`config.mk`:
```
export PLATFORM = sky130hd
export DESIGN_NAME = pwm_dt_top
export DESIGN_NICKNAME = d
export VERILOG_FILES = /design/src/rtl/pwm_dt_pkg.sv /design/src/rtl/pwm_dt_cfg.sv /design/src/rtl/pwm_dt_counter.sv /design/src/rtl/pwm_dt_deadband.sv /design/src/rtl/pwm_dt_capture.sv /design/src/rtl/pwm_dt_top.sv
export SDC_FILE = /design/constraint.sdc
export NUM_CORES = 1
export LEC_CHECK = 0
export ABC_AREA = 1
export BUFFER_PORTS_ARGS = -buffer_cell sky130_fd_sc_hd__buf_2
export CAP_MARGIN = 10
export CORE_MARGIN = 3
export CORE_UTILIZATION = 56
export CTS_BUF_LIST = sky130_fd_sc_hd__clkbuf_8
export CTS_CLUSTER_SIZE = 8
export DETAILED_ROUTE_END_ITERATION = 8
export PLACE_DENSITY = 0.87
export SYNTH_ARGS = -nofsm -noshare
export SYNTH_HDL_FRONTEND = slang
export SYNTH_HIERARCHICAL = 1
export SYNTH_SLANG_ARGS = --single-unit
```
`constraint.sdc`:
```
create_clock -name clk_i -period 1.8 [get_ports clk_i]
set_input_delay 0.36 -clock clk_i [delete_from_list [all_inputs] [get_ports clk_i]]
set_output_delay 0.36 -clock clk_i [all_outputs]
set_load 0.02 [all_outputs]
```
`src/rtl/pwm_dt_pkg.sv`:
```
package pwm_dt_pkg;
  typedef enum logic [1:0] {
    CFG_PERIOD  = 2'd0,
    CFG_COMPARE = 2'd1,
    CFG_DEAD    = 2'd2,
    CFG_CTRL    = 2'd3
  } cfg_addr_e;

  localparam int CTRL_ONESHOT = 0;
  localparam int CTRL_KILL_T  = 1;
  localparam int CTRL_KILL_C  = 2;
  localparam int CTRL_W       = 3;
  localparam int NUM_OUT      = 2;
endpackage

```
`src/rtl/pwm_dt_cfg.sv`:
```
module pwm_dt_cfg
  import pwm_dt_pkg::*;
#(
  parameter int CNT_W = 16,
  parameter int DT_W  = 8
) (
  input  logic             clk_i,
  input  logic             rst_ni,
  input  logic             we_i,
  input  logic [1:0]       addr_i,
  input  logic [CNT_W-1:0] wdata_i,
  output logic [CNT_W-1:0] period_o,
  output logic [CNT_W-1:0] compare_o,
  output logic [DT_W-1:0]  dead_o,
  output logic             oneshot_o,
  output logic [1:0]       kill_lvl_o
);
  logic [CTRL_W-1:0] ctrl_q;
  logic              unused_wdata;

  assign unused_wdata = ^{wdata_i[CNT_W-1:DT_W], wdata_i[DT_W-1:CTRL_W]};

  always_ff @(posedge clk_i or negedge rst_ni) begin
    if (!rst_ni) begin
      period_o  <= '1;
      compare_o <= '0;
      dead_o    <= '0;
      ctrl_q    <= '0;
    end else if (we_i) begin
      case (cfg_addr_e'(addr_i))
        CFG_PERIOD:  period_o  <= wdata_i;
        CFG_COMPARE: compare_o <= wdata_i;
        CFG_DEAD:    dead_o    <= wdata_i[DT_W-1:0];
        default:     ctrl_q    <= wdata_i[CTRL_W-1:0];
      endcase
    end
  end

  assign oneshot_o  = ctrl_q[CTRL_ONESHOT];
  assign kill_lvl_o = {ctrl_q[CTRL_KILL_C], ctrl_q[CTRL_KILL_T]};

  assert_period_write_R11: assert property (@(posedge clk_i) disable iff (!rst_ni)
    (we_i && addr_i == 2'd0) |=> period_o == $past(wdata_i));
endmodule

```
`src/rtl/pwm_dt_counter.sv`:
```
module pwm_dt_counter #(
  parameter int CNT_W = 16
) (
  input  logic             clk_i,
  input  logic             rst_ni,
  input  logic             en_i,
  input  logic             tick_i,
  input  logic [CNT_W-1:0] period_i,
  input  logic             oneshot_i,
  output logic [CNT_W-1:0] count_o,
  output logic             active_o,
  output logic             boundary_o
);
  logic stopped_q;
  logic step;

  assign step       = en_i && tick_i && !stopped_q;
  assign boundary_o = step && (count_o == period_i);
  assign active_o   = en_i && !stopped_q;

  always_ff @(posedge clk_i or negedge rst_ni) begin
    if (!rst_ni) begin
      count_o   <= '0;
      stopped_q <= 1'b0;
    end else if (!en_i) begin
      count_o   <= '0;
      stopped_q <= 1'b0;
    end else if (step) begin
      if (count_o == period_i) begin
        if (oneshot_i) stopped_q <= 1'b1;
        else           count_o   <= '0;
      end else begin
        count_o <= count_o + 1'b1;
      end
    end
  end

  assert_step_R1: assert property (@(posedge clk_i) disable iff (!rst_ni)
    (step && count_o != period_i) |=> count_o == $past(count_o) + 1'b1);
  assert_wrap_zero_R2: assert property (@(posedge clk_i) disable iff (!rst_ni)
    (boundary_o && !oneshot_i) |=> count_o == '0);
  assert_stop_hold_R3: assert property (@(posedge clk_i) disable iff (!rst_ni)
    (stopped_q && en_i) |=> ($stable(count_o) && !active_o));
endmodule

```
`src/rtl/pwm_dt_deadband.sv`:
```
module pwm_dt_deadband #(
  parameter int DT_W = 8
) (
  input  logic            clk_i,
  input  logic            rst_ni,
  input  logic            in_i,
  input  logic [DT_W-1:0] dead_i,
  output logic            out_o
);
  logic [DT_W-1:0] wait_q;

  always_ff @(posedge clk_i or negedge rst_ni) begin
    if (!rst_ni) begin
      wait_q <= '0;
      out_o  <= 1'b0;
    end else if (!in_i) begin
      wait_q <= '0;
      out_o  <= 1'b0;
    end else if (wait_q >= dead_i) begin
      out_o  <= 1'b1;
    end else begin
      wait_q <= wait_q + 1'b1;
      out_o  <= 1'b0;
    end
  end

  assert_rise_needs_level_R6: assert property (@(posedge clk_i) disable iff (!rst_ni)
    $rose(out_o) |-> $past(in_i));
  assert_fall_follows_R6: assert property (@(posedge clk_i) disable iff (!rst_ni)
    !in_i |=> !out_o);
endmodule

```
`src/rtl/pwm_dt_capture.sv`:
```
module pwm_dt_capture #(
  parameter int CNT_W = 16
) (
  input  logic             clk_i,
  input  logic             rst_ni,
  input  logic             evt_i,
  input  logic             rd_i,
  input  logic [CNT_W-1:0] count_i,
  output logic [CNT_W-1:0] cap_o,
  output logic             valid_o,
  output logic             ovf_o
);
  localparam int SYNC_N = 3;
  logic [SYNC_N-1:0] sync_q;
  logic              rise;

  assign rise = sync_q[1] && !sync_q[2];

  always_ff @(posedge clk_i or negedge rst_ni) begin
    if (!rst_ni) sync_q <= '0;
    else         sync_q <= {sync_q[SYNC_N-2:0], evt_i};
  end

  always_ff @(posedge clk_i or negedge rst_ni) begin
    if (!rst_ni) begin
      cap_o   <= '0;
      valid_o <= 1'b0;
      ovf_o   <= 1'b0;
    end else if (rise) begin
      cap_o   <= count_i;
      valid_o <= 1'b1;
      ovf_o   <= rd_i ? 1'b0 : (ovf_o || valid_o);
    end else if (rd_i) begin
      valid_o <= 1'b0;
      ovf_o   <= 1'b0;
    end
  end

  assert_ovf_needs_valid_R10: assert property (@(posedge clk_i) disable iff (!rst_ni)
    $rose(ovf_o) |-> $past(valid_o));
  assert_read_clears_R10: assert property (@(posedge clk_i) disable iff (!rst_ni)
    (rd_i && !rise) |=> (!valid_o && !ovf_o));
  assert_load_count_R9: assert property (@(posedge clk_i) disable iff (!rst_ni)
    rise |=> (valid_o && cap_o == $past(count_i)));
endmodule

```
`src/rtl/pwm_dt_top.sv`:
```
module pwm_dt_top
  import pwm_dt_pkg::*;
#(
  parameter int CNT_W = 16,
  parameter int DT_W  = 8
) (
  input  logic             clk_i,
  input  logic             rst_ni,
  input  logic             enable_i,
  input  logic             tick_i,
  input  logic             cfg_we_i,
  input  logic [1:0]       cfg_addr_i,
  input  logic [CNT_W-1:0] cfg_wdata_i,
  input  logic             capture_i,
  input  logic             cap_rd_i,
  input  logic             kill_i,
  output logic [CNT_W-1:0] count_o,
  output logic [CNT_W-1:0] cap_o,
  output logic             cap_valid_o,
  output logic             cap_ovf_o,
  output logic             pwm_o,
  output logic             pwm_n_o
);
  logic [CNT_W-1:0]   period, compare;
  logic [DT_W-1:0]    dead;
  logic               oneshot, active, boundary;
  logic [1:0]         kill_lvl;
  logic               below;
  logic [NUM_OUT-1:0] lvl, db_out;
  logic               kill_hold_q, killed;

  pwm_dt_cfg #(.CNT_W(CNT_W), .DT_W(DT_W)) u_cfg (
    .clk_i, .rst_ni,
    .we_i(cfg_we_i), .addr_i(cfg_addr_i), .wdata_i(cfg_wdata_i),
    .period_o(period), .compare_o(compare), .dead_o(dead),
    .oneshot_o(oneshot), .kill_lvl_o(kill_lvl)
  );

  pwm_dt_counter #(.CNT_W(CNT_W)) u_cnt (
    .clk_i, .rst_ni,
    .en_i(enable_i), .tick_i, .period_i(period), .oneshot_i(oneshot),
    .count_o, .active_o(active), .boundary_o(boundary)
  );

  pwm_dt_capture #(.CNT_W(CNT_W)) u_cap (
    .clk_i, .rst_ni,
    .evt_i(capture_i), .rd_i(cap_rd_i), .count_i(count_o),
    .cap_o, .valid_o(cap_valid_o), .ovf_o(cap_ovf_o)
  );

  assign below  = count_o < compare;
  assign lvl[0] = active && below;
  assign lvl[1] = active && !below;

  for (genvar g = 0; g < NUM_OUT; g++) begin : g_db
    pwm_dt_deadband #(.DT_W(DT_W)) u_db (
      .clk_i, .rst_ni, .in_i(lvl[g]), .dead_i(dead), .out_o(db_out[g])
    );
  end

  // kill takes effect combinationally; release waits for a period boundary
  always_ff @(posedge clk_i or negedge rst_ni) begin
    if (!rst_ni)                     kill_hold_q <= 1'b0;
    else if (kill_i)                 kill_hold_q <= 1'b1;
    else if (boundary || !enable_i)  kill_hold_q <= 1'b0;
  end

  assign killed  = kill_i || kill_hold_q;
  assign pwm_o   = killed ? kill_lvl[0] : db_out[0];
  assign pwm_n_o = killed ? kill_lvl[1] : db_out[1];

  assert_no_overlap_R5: assert property (@(posedge clk_i) disable iff (!rst_ni)
    !killed |-> !(pwm_o && pwm_n_o));
  assert_kill_force_R7: assert property (@(posedge clk_i) disable iff (!rst_ni)
    kill_i |-> (pwm_o == kill_lvl[0] && pwm_n_o == kill_lvl[1]));
  assert_kill_persist_R8: assert property (@(posedge clk_i) disable iff (!rst_ni)
    (killed && !boundary && enable_i) |=> killed);
endmodule

```
==> flow_summary.ini, run 1 <==
[timing]
clock.fmax_mhz = 530
tightest_slew_ps = 558
clock_skew_ps = 15.7
setup_ws_ps = -87.5
setup_violations = 12
whs_ps = -15.2
period_share = 1.05
fin_crit_ps = 1890
rsz0062_at_grt = yes
slew-limit-headroom = 0.628
slew_violations = 0
hold_violations = 9

[power]
swShare = 0.340
p_per_area_mw_per_mm2 = 726
switching_power_mw = 1.78
seqPwrFrac = 0.506
p_leak_nw = 4.08
clock_power_share = 0.273
cell_internal_pwr_mw = 3.46
comb_power_share = 0.221
vdd_drop_max_mv = 0.440

[final_layout]
n_antenna_cell = 0
final_cell_area_mm2 = 0.00723
drive_gt1_frac = 0.231
area_delta_synth_final_pct = 17.0
layout.nets = 977
final_cell_count_no_fill = 1058
fin_util = 0.688

[synthesis]
ys_ff_latch = 100
postSynthAreaPerCell_um2 = 7.44
synthCells = 831
ys_seq_area_frac = 0.408
synth_edf_count = 0
synth.distinct_cells = 34
ys.flop_type = dfrtp_1
syn_area_mm2 = 0.00618
async_flop_share = 1.00
synth_nets = 891
ys_warn_count = 6

[place]
dp_slack_ps = -19.6
place_congestion = 0.835
hpwl_um = 10600
io_buffers = 61
dp.cells = 1033
place_area_mm2 = 0.00674

[floorplanning]
initial_core_util = 0.588
pin_count = 62
dieArea_mm2 = 0.0123
die_y_um = 111
core.rowCount = 37
core_area_mm2 = 0.0105
fp.dieW_um = 111

[drt]
antenna_left = 0
vias_per_cell = 5.47
via_count = 5791
routedWlPerCell_um = 14.6
first_pass_iters = 5
drc = 0
drtIter0Drc = 452
wirelength_um = 15500

[global_route]
antenna_found_initial = 0
grt_first_pass_wirelength_um = 25200
overflow = 0
grt_max_degree = 101
track_usage = 0.246
grt_pass1_vias = 5299

[worst_setup_path]
critical_path.cell_chain = ha_1 -> nand2_1 -> inv_1 -> nor3_2 -> nand2_1 -> nand2_2 -> nand2_2 -> nor2_4 -> clkbuf_16 -> nand4_1 -> nand2_1
critPathKind = flip-flop to flip-flop
cp.required_ps = 2110
critPathMaxFanout = 8
crit_path_end_kind = flip-flop
rr_worst_depth = 11
crit_arrival_ps = 2200
path_common_cell = nand2_1
endpoint = g_db[0].u_db/wait_q[2]
r2r_end = g_db[0].u_db/wait_q[2]
slowest_delay_ps = 470
reg2reg_from = u_cnt/count_o[7]
crit_path_start = u_cnt/count_o[7]
reg2reg_slack_ps = -90
start_kind = flip-flop
crit_slowest_cell = dfrtp_2

[clock_tree]
clockBufferDepth = 2
cts-htree-levels = 3
clock_latency_ps = 380
cts_tree = built
clk_root_buffer_cell = clkbuf_8
clock_sinks = 100
clkTransAtPathRegs_ps = 110
numCtsBuffers = 9
postCtsHoldBufs = 0

[run_status]
status = complete, but fails checks
violations = hold timing, setup timing

[hold_path]
worstHoldPathType = input port to async pin

[flow_run]
maxCapViolations = 0
==> timing repair <==
action                                  in CTS  in global routing
endpoints found under the setup margin      12                 37
gates resized for setup                     12                 38
setup buffers                                2                  5
cloned                                       0                  2
pin swaps                                    2                 11
==> cell type report <==
cell class	count	area (um^2)
clock inverters	7	70.1
well taps	136	170
repair buffers	102	732
flip-flops and latches	100	2540
inverters	112	423
clock buffers	9	124
fillers	813	3280
multi-input cells	592	3180
==> metal layers <==
layer / part of all wire / GRT usage
met1: 0.46 / 0.362
met4: 0.015 / 0.0689
met2: 0.47 / 0.379
met3: 0.063 / 0.0360
met5: 0 / 0
==> critical path: cells and delay by family, from the launching register on <==
| kind | cells | cell delay (ps) |
|---|---|---|
| fa+ha+maj | 1 | 320 |
| simple gates | 8 | 800 |
| flops | 1 | 470 |
| buf+inv | 2 | 220 |
==> power by group through the flow <==
| stage | sequential, mW | clock, mW | combinational, mW |
|---|---|---|---|
| 5_1_grt | 2.68 | 1.54 | 1.32 |
| 4_1_cts | 2.65 | 1.45 | 1.08 |
| 3_5_place_dp | 2.69 | 0 | 1.04 |
| 6_report | 2.65 | 1.43 | 1.16 |
| 2_1_floorplan | 2.64 | 0 | 0.750 |
| 3_3_place_gp | 2.67 | 0 | 0.992 |
==> layout by cell type, fill, tap and decap left out, types with 12 or more instances in the layout <==
master	Yosys	layout
nand2_1	331	322
nand3_1	52	51
nand4_1	48	48
buf_4	7	31
ha_1	34	30
dfstp_2	16	16
buf_2	9	58
dfrtp_1	84	73
inv_2	9	12
nor2_1	54	49
inv_1	100	97
==> sequential cells by signal, summed over array words and instances (netlist names) <==
signal,count
u_cnt/stopped_q,1
u_cfg/compare_o,16
u_cfg/dead_o,8
u_cfg/period_o,16
u_cap/cap_o,16
u_cap/ovf_o,1
g_db.u_db/wait_q,16
g_db.u_db/out_o,2
u_cap/sync_q,3
u_cap/valid_o,1
u_cnt/count_o,16
u_cfg/ctrl_q,3
kill_hold_q,1
==> worst min-delay path by stage <==
stage	from	to	slack, ps	cells after the start
after floorplan	rst_ni	g_db[0].u_db/out_o	60	0
after global placement	u_cap/sync_q[0]	u_cap/sync_q[1]	340	0
after detailed placement	u_cap/sync_q[0]	u_cap/sync_q[1]	340	0
after CTS	rst_ni	u_cap/cap_o[12]	40	2
after global routing	rst_ni	u_cap/cap_o[12]	70	2
final	rst_ni	u_cap/cap_o[12]	-20	2
==> metrics by stage <==
step	setup TNS (ps)	total power, mW
floorplan	0	3.39
global placement	0	3.67
detailed placement	-43.0	3.72
CTS	-20.8	5.17
global route	-2640	5.54
finish	-531	5.25
==> cells in the mapped netlist, types with 3 or more instances <==
library cell / count / area share
a21oi_1: 11 / 0.0089
buf_2: 9 / 0.0073
buf_4: 7 / 0.0085
buf_6: 9 / 0.016
dfrtp_1: 84 / 0.34
dfstp_2: 16 / 0.068
ha_1: 34 / 0.069
inv_1: 100 / 0.061
inv_2: 9 / 0.0055
nand2_1: 331 / 0.20
nand2_2: 4 / 0.0040
nand3_1: 52 / 0.042
nand3_4: 3 / 0.0085
nand3b_1: 3 / 0.0036
nand4_1: 48 / 0.049
nor2_1: 54 / 0.033
nor2_2: 7 / 0.0071
nor2_4: 4 / 0.0073
nor3_1: 3 / 0.0024
o21ai_0: 9 / 0.0073
o21ai_2: 5 / 0.0071
xor2_1: 11 / 0.016
==> cells by family (layout without fill, tap and decap cells) <==
logic type      count (synthesis)  count (layout)  synth area share
flops                         100             100             0.408
simple gates                  517             517             0.373
mux                             2               2           0.00364
xor+xnor                       11              11            0.0156
compound gates                 28              28            0.0271
buf+inv                       139             230             0.104
fa+ha+maj                      34              34            0.0688
Power figures use the tool's default switching activity.
==> run 2, diff against run 1 <==
- MAX_ROUTING_LAYER: not set -> met4
==> run 2 against run 1 <==
Against the previous run: the flow still finishes with violations (hold timing, setup timing); critical path type unchanged; setup slack got worse by 5.0 ps; core utilization about the same; highest routed layer unchanged; combinational power barely moved; flip-flop and latch count unchanged; global-route usage up 0.75 points; largest power group unchanged; power rose by 0.26%.
==> flow_summary.ini, run 2 (synthesized netlist as in run 1, its figures left out) <==
[run_status]
status = complete, but fails checks
violations = hold timing, setup timing

[final_layout]
multi_input_area_mm2 = 0.00318
regArea_mm2 = 0.00254
nFillCells = 812
layout.nets = 977
area_delta_synth_final_pct = 17.0
final_common_cell = nand2_1
layout_common_cells = 322 x nand2_1, 97 x inv_1, 73 x dfrtp_1
drive_gt1_frac = 0.232
fin_util = 0.689
n_antenna_cell = 0

[timing]
hold_violations = 9
clock.fmax_mhz = 528
setup_ws_ps = -92.6
rsz0062_at_grt = yes
fin_crit_ps = 1890
period_share = 1.05
clock_skew_ps = 18.6
setup_violations = 13
slew-limit-headroom = 0.628
tightest_slew_ps = 558
whs_ps = -25.3
slew_violations = 0

[drt]
routedWlPerCell_um = 14.7
antenna_left = 0
vias_per_cell = 5.45
drtIter0Drc = 439
wirelength_um = 15600
via_count = 5765
drc = 0
first_pass_iters = 5

[worst_setup_path]
cp.required_ps = 2110
reg2reg_from = u_cnt/count_o[7]
crit_path_start = u_cnt/count_o[7]
slowest_delay_ps = 480
crit_arrival_ps = 2200
start_kind = flip-flop
path_common_cell = nand2_1
critPathMaxFanout = 8
reg2reg_slack_ps = -90
critical_path.cell_chain = ha_1 -> nand2_1 -> inv_1 -> nor3_2 -> nand2_1 -> nand2_2 -> nand2_2 -> nor2_4 -> clkbuf_16 -> nand4_1 -> nand2_1
crit_path_end_kind = flip-flop
crit_slowest_cell = dfrtp_2
critPathKind = flip-flop to flip-flop

[floorplanning]
die_y_um = 111
initial_core_util = 0.588
fp.dieW_um = 111
core_area_mm2 = 0.0105
core.rowCount = 37
pin_count = 62
dieArea_mm2 = 0.0123

[place]
dp_slack_ps = -19.6
hpwl_um = 10600
io_buffers = 61
place_congestion = 0.848

[global_route]
overflow = 0
grt_pass1_vias = 5302
grt_first_pass_wirelength_um = 25200
track_usage = 0.253
antenna_found_initial = 0
grt_max_degree = 101

[clock_tree]
clock_latency_ps = 380
cts_tree = built
clkTransAtPathRegs_ps = 120
cts-htree-levels = 3
clk_root_buffer_cell = clkbuf_8
clockBufferDepth = 2
clock_sinks = 100
numCtsBuffers = 9

[flow_run]
maxCapViolations = 0

[power]
p_per_area_mw_per_mm2 = 727
p_leak_nw = 4.08
vdd_drop_max_mv = 0.444

[hold_path]
worstHoldPathType = input port to async pin
## run 2: worst max-delay path: cells and delay by family, from the launching register on
| family | cells | cell delay [ps] |
|---|---|---|
| buffers and inverters | 2 | 220 |
| and+or+nand+nor | 8 | 800 |
| adders and majority gates | 1 | 330 |
| DFF | 1 | 480 |
## run 2: power breakdown
group | switching, mW | internal [mW] | total, mW
clock network | 0.899 | 0.542 | 1.44
registers | 0.171 | 2.48 | 2.65
logic | 0.727 | 0.439 | 1.17
## run 2: cell type report
type | instances | share of cell area
Timing Repair Buffer | 102 | 0.101
Clock buffer | 9 | 0.0171
Multi-Input combinational cell | 592 | 0.440
Inverter | 112 | 0.0584
Tap cell | 136 | 0.0235
Clock inverter | 7 | 0.00968
Sequential cell | 100 | 0.351
## run 2: timing repair
action	in CTS	in global routing
resized for setup	12	39
setup buffers	2	5
endpoints found under the setup margin	12	37
pin swaps	2	10
hold buffers	0	0
gates cloned	0	2
endpoints found under the hold margin	0	0
## run 2: worst paths after layout
path,endpoint,cells after the start
max in group asynchronous,u_cnt/count_o[11],2
min in group clk_i,u_cap/sync_q[0],1
worst min register to register,u_cap/sync_q[1],0
worst max-delay path,g_db[0].u_db/wait_q[2],11
worst min-delay path,u_cap/cap_o[12],2
worst max register to register,g_db[0].u_db/wait_q[2],11
## run 2: through the flow
stage	total power, mW	area, um^2	std cells	TNS, ps
global route	5.55	7240	1058	-2620
finish	5.26	7240	1058	-604
detailed placement	3.72	6740	1033	-43.0
floorplan	3.39	6200	831	0
global placement	3.67	6740	1033	0
CTS	5.17	7020	1051	-20.8
## run 2: routing by layer
layer	share of wire	wire length, um	global-route usage
met4	0.012	194	0.0689
met3	0.066	1030	0.0360
met1	0.46	7140	0.365
met2	0.46	7200	0.377
met5	0	0	-
==> run 3, diff against run 2 <==
- BUFFER_PORTS_ARGS: -buffer_cell sky130_fd_sc_hd__buf_2 -> not set
- CORE_UTILIZATION: 56 -> 60
- DONT_BUFFER_PORTS: not set -> 1
==> run 3 against run 2 <==
Against the previous run: the flow still finishes with violations (hold timing, setup timing); highest routed layer unchanged; setup slack lost 37 ps; combinational power down 4%; largest power group unchanged; flip-flop and latch count is the same; count of clock-buffer cells in the layout up 1; register-to-register slack worse by 40 ps; global-route usage grew 2.9 points; critical path type unchanged; power is 2.3% lower; core utilization up 3.5 points; design area is 0.97% lower; cell count down 4.0%; sequential share of layout area rose by 0.38 points; die area shrank 6.3%.
==> flow_summary.ini, run 3 (synthesized netlist as in run 1, its figures left out) <==
[floorplanning]
core.rowCount = 36
die_y_um = 108
core_area_mm2 = 0.00991
fp.dieW_um = 108
pin_count = 62
dieArea_mm2 = 0.0116
initial_core_util = 0.624

[final_layout]
drive_gt1_frac = 0.232
fin_util = 0.723
n_antenna_cell = 0
layout_common_cells = 312 x nand2_1, 93 x inv_1, 71 x dfrtp_1
area_delta_synth_final_pct = 15.9
final_cell_area_mm2 = 0.00717
final_cell_count_no_fill = 1016
final_common_cell = nand2_1
nFillCells = 686
layout.nets = 938

[timing]
fin_crit_ps = 1930
hold_violations = 100
setup_tns_ps = -2630
rsz0062_at_grt = yes
slew_violations = 0
clock_skew_ps = 16.1
setup_ws_ps = -130
tightest_slew_ps = 568
setup_violations = 33
period_share = 1.07
clock.fmax_mhz = 518
slew-limit-headroom = 0.621
whs_ps = -330

[place]
dp.cells = 972
io_buffers = 0
place_congestion = 0.865
dp_slack_ps = 3.00
place_area_mm2 = 0.00641
hpwl_um = 10200

[global_route]
antenna_found_initial = 0
grt_max_degree = 101
grt_first_pass_wirelength_um = 25500
track_usage = 0.282
overflow = 0
grt_pass1_vias = 5313

[worst_setup_path]
critPathMaxFanout = 8
path_common_cell = nand2_1
crit_path_end_kind = flip-flop
cp.required_ps = 2110
critPathKind = flip-flop to flip-flop
critical_path.cell_chain = ha_4 -> nand2_1 -> inv_1 -> nand2_1 -> nand2_1 -> nand2_1 -> nand2_1 -> nand2_2 -> a21oi_4 -> buf_6 -> nand4_1 -> nand2_1
reg2reg_slack_ps = -130
crit_arrival_ps = 2240
slowest_delay_ps = 460
start_kind = flip-flop
crit_slowest_cell = dfrtp_2

[drt]
vias_per_cell = 5.87
routedWlPerCell_um = 17.3
wirelength_um = 17600
drtIter0Drc = 677
antenna_left = 0
drc = 0
via_count = 5966
first_pass_iters = 6

[clock_tree]
postCtsHoldBufs = 1
clkTransAtPathRegs_ps = 100
numCtsBuffers = 9
cts-htree-levels = 3
cts_tree = built
clock_latency_ps = 370
clock_sinks = 100
clockBufferDepth = 2
clk_root_buffer_cell = clkbuf_8

[flow_run]
maxCapViolations = 0

[power]
p_per_area_mw_per_mm2 = 717
p_leak_nw = 3.88
total_power_mw = 5.14
vdd_drop_max_mv = 0.434

[run_status]
violations = hold timing, setup timing
status = complete, but fails checks

[hold_path]
worstHoldPathType = input port to async pin
==> run 3: cell types whose count changed in the layout (fill, tap and decap cells not counted), sizes merged <==
cell,delta
clkinv,+1
dlygate4sd3,+1
buf,-41
clkinvlp,+1
inv,-3
clkbuf,-1
nand2,+3
==> run 3: final cells by class <==
class | instances | area (um^2) | share of cell area
repair buffers | 60 | 487 | 0.0679
multi-input cells | 595 | 3370 | 0.471
well taps | 133 | 166 | 0.0232
inverters | 112 | 423 | 0.0590
clock inverters | 6 | 41.3 | 0.00576
flip-flops and latches | 100 | 2540 | 0.354
clock buffers | 10 | 138 | 0.0192
==> run 3: worst paths after layout <==
kind | startpoint | endpoint | cells past startpoint
worst min-delay path | rst_ni | u_cap/sync_q[1] | 0
worst max-delay path | u_cnt/count_o[3] | g_db[1].u_db/wait_q[5] | 12
min in group clk_i | cfg_wdata_i[15] | u_cfg/period_o[15] | 2
worst max register to register | u_cnt/count_o[3] | g_db[1].u_db/wait_q[5] | 12
worst min register to register | u_cap/sync_q[0] | u_cap/sync_q[1] | 0
max in group asynchronous | rst_ni | u_cfg/period_o[1] | 0
==> run 3: what timing repair did <==
item | in CTS | in global routing
buffers inserted | 12 | 11
endpoints found under the hold margin | 101 | 100
pin swaps | 2 | 30
resized for setup | 10 | 80
gates cloned | 1 | 6
endpoints found under the setup margin | 17 | 35
==> run 3: routing by layer <==
metal,vias to the layer above,GRT usage,part of all wire
met5,-,-,0
met4,0,0.0694,0.037
met3,73,0.0420,0.094
met2,361,0.441,0.46
met1,2819,0.392,0.41
li1,2713,-,-
==> run 3: power by group <==
group          leakage [nW]  switching, mW  internal [mW]
combinational          2.52          0.702          0.421
sequential             1.26          0.193           2.48
clock                0.0897          0.802          0.539
==> run 3: critical path: cells and delay by family, from the launching register on <==
family	cells	cell delay, ps
and+or+nand+nor	8	640
DFF	1	460
adders and majority gates	1	290
buffers and inverters	2	270
AOI/OAI and AO/OA	1	220
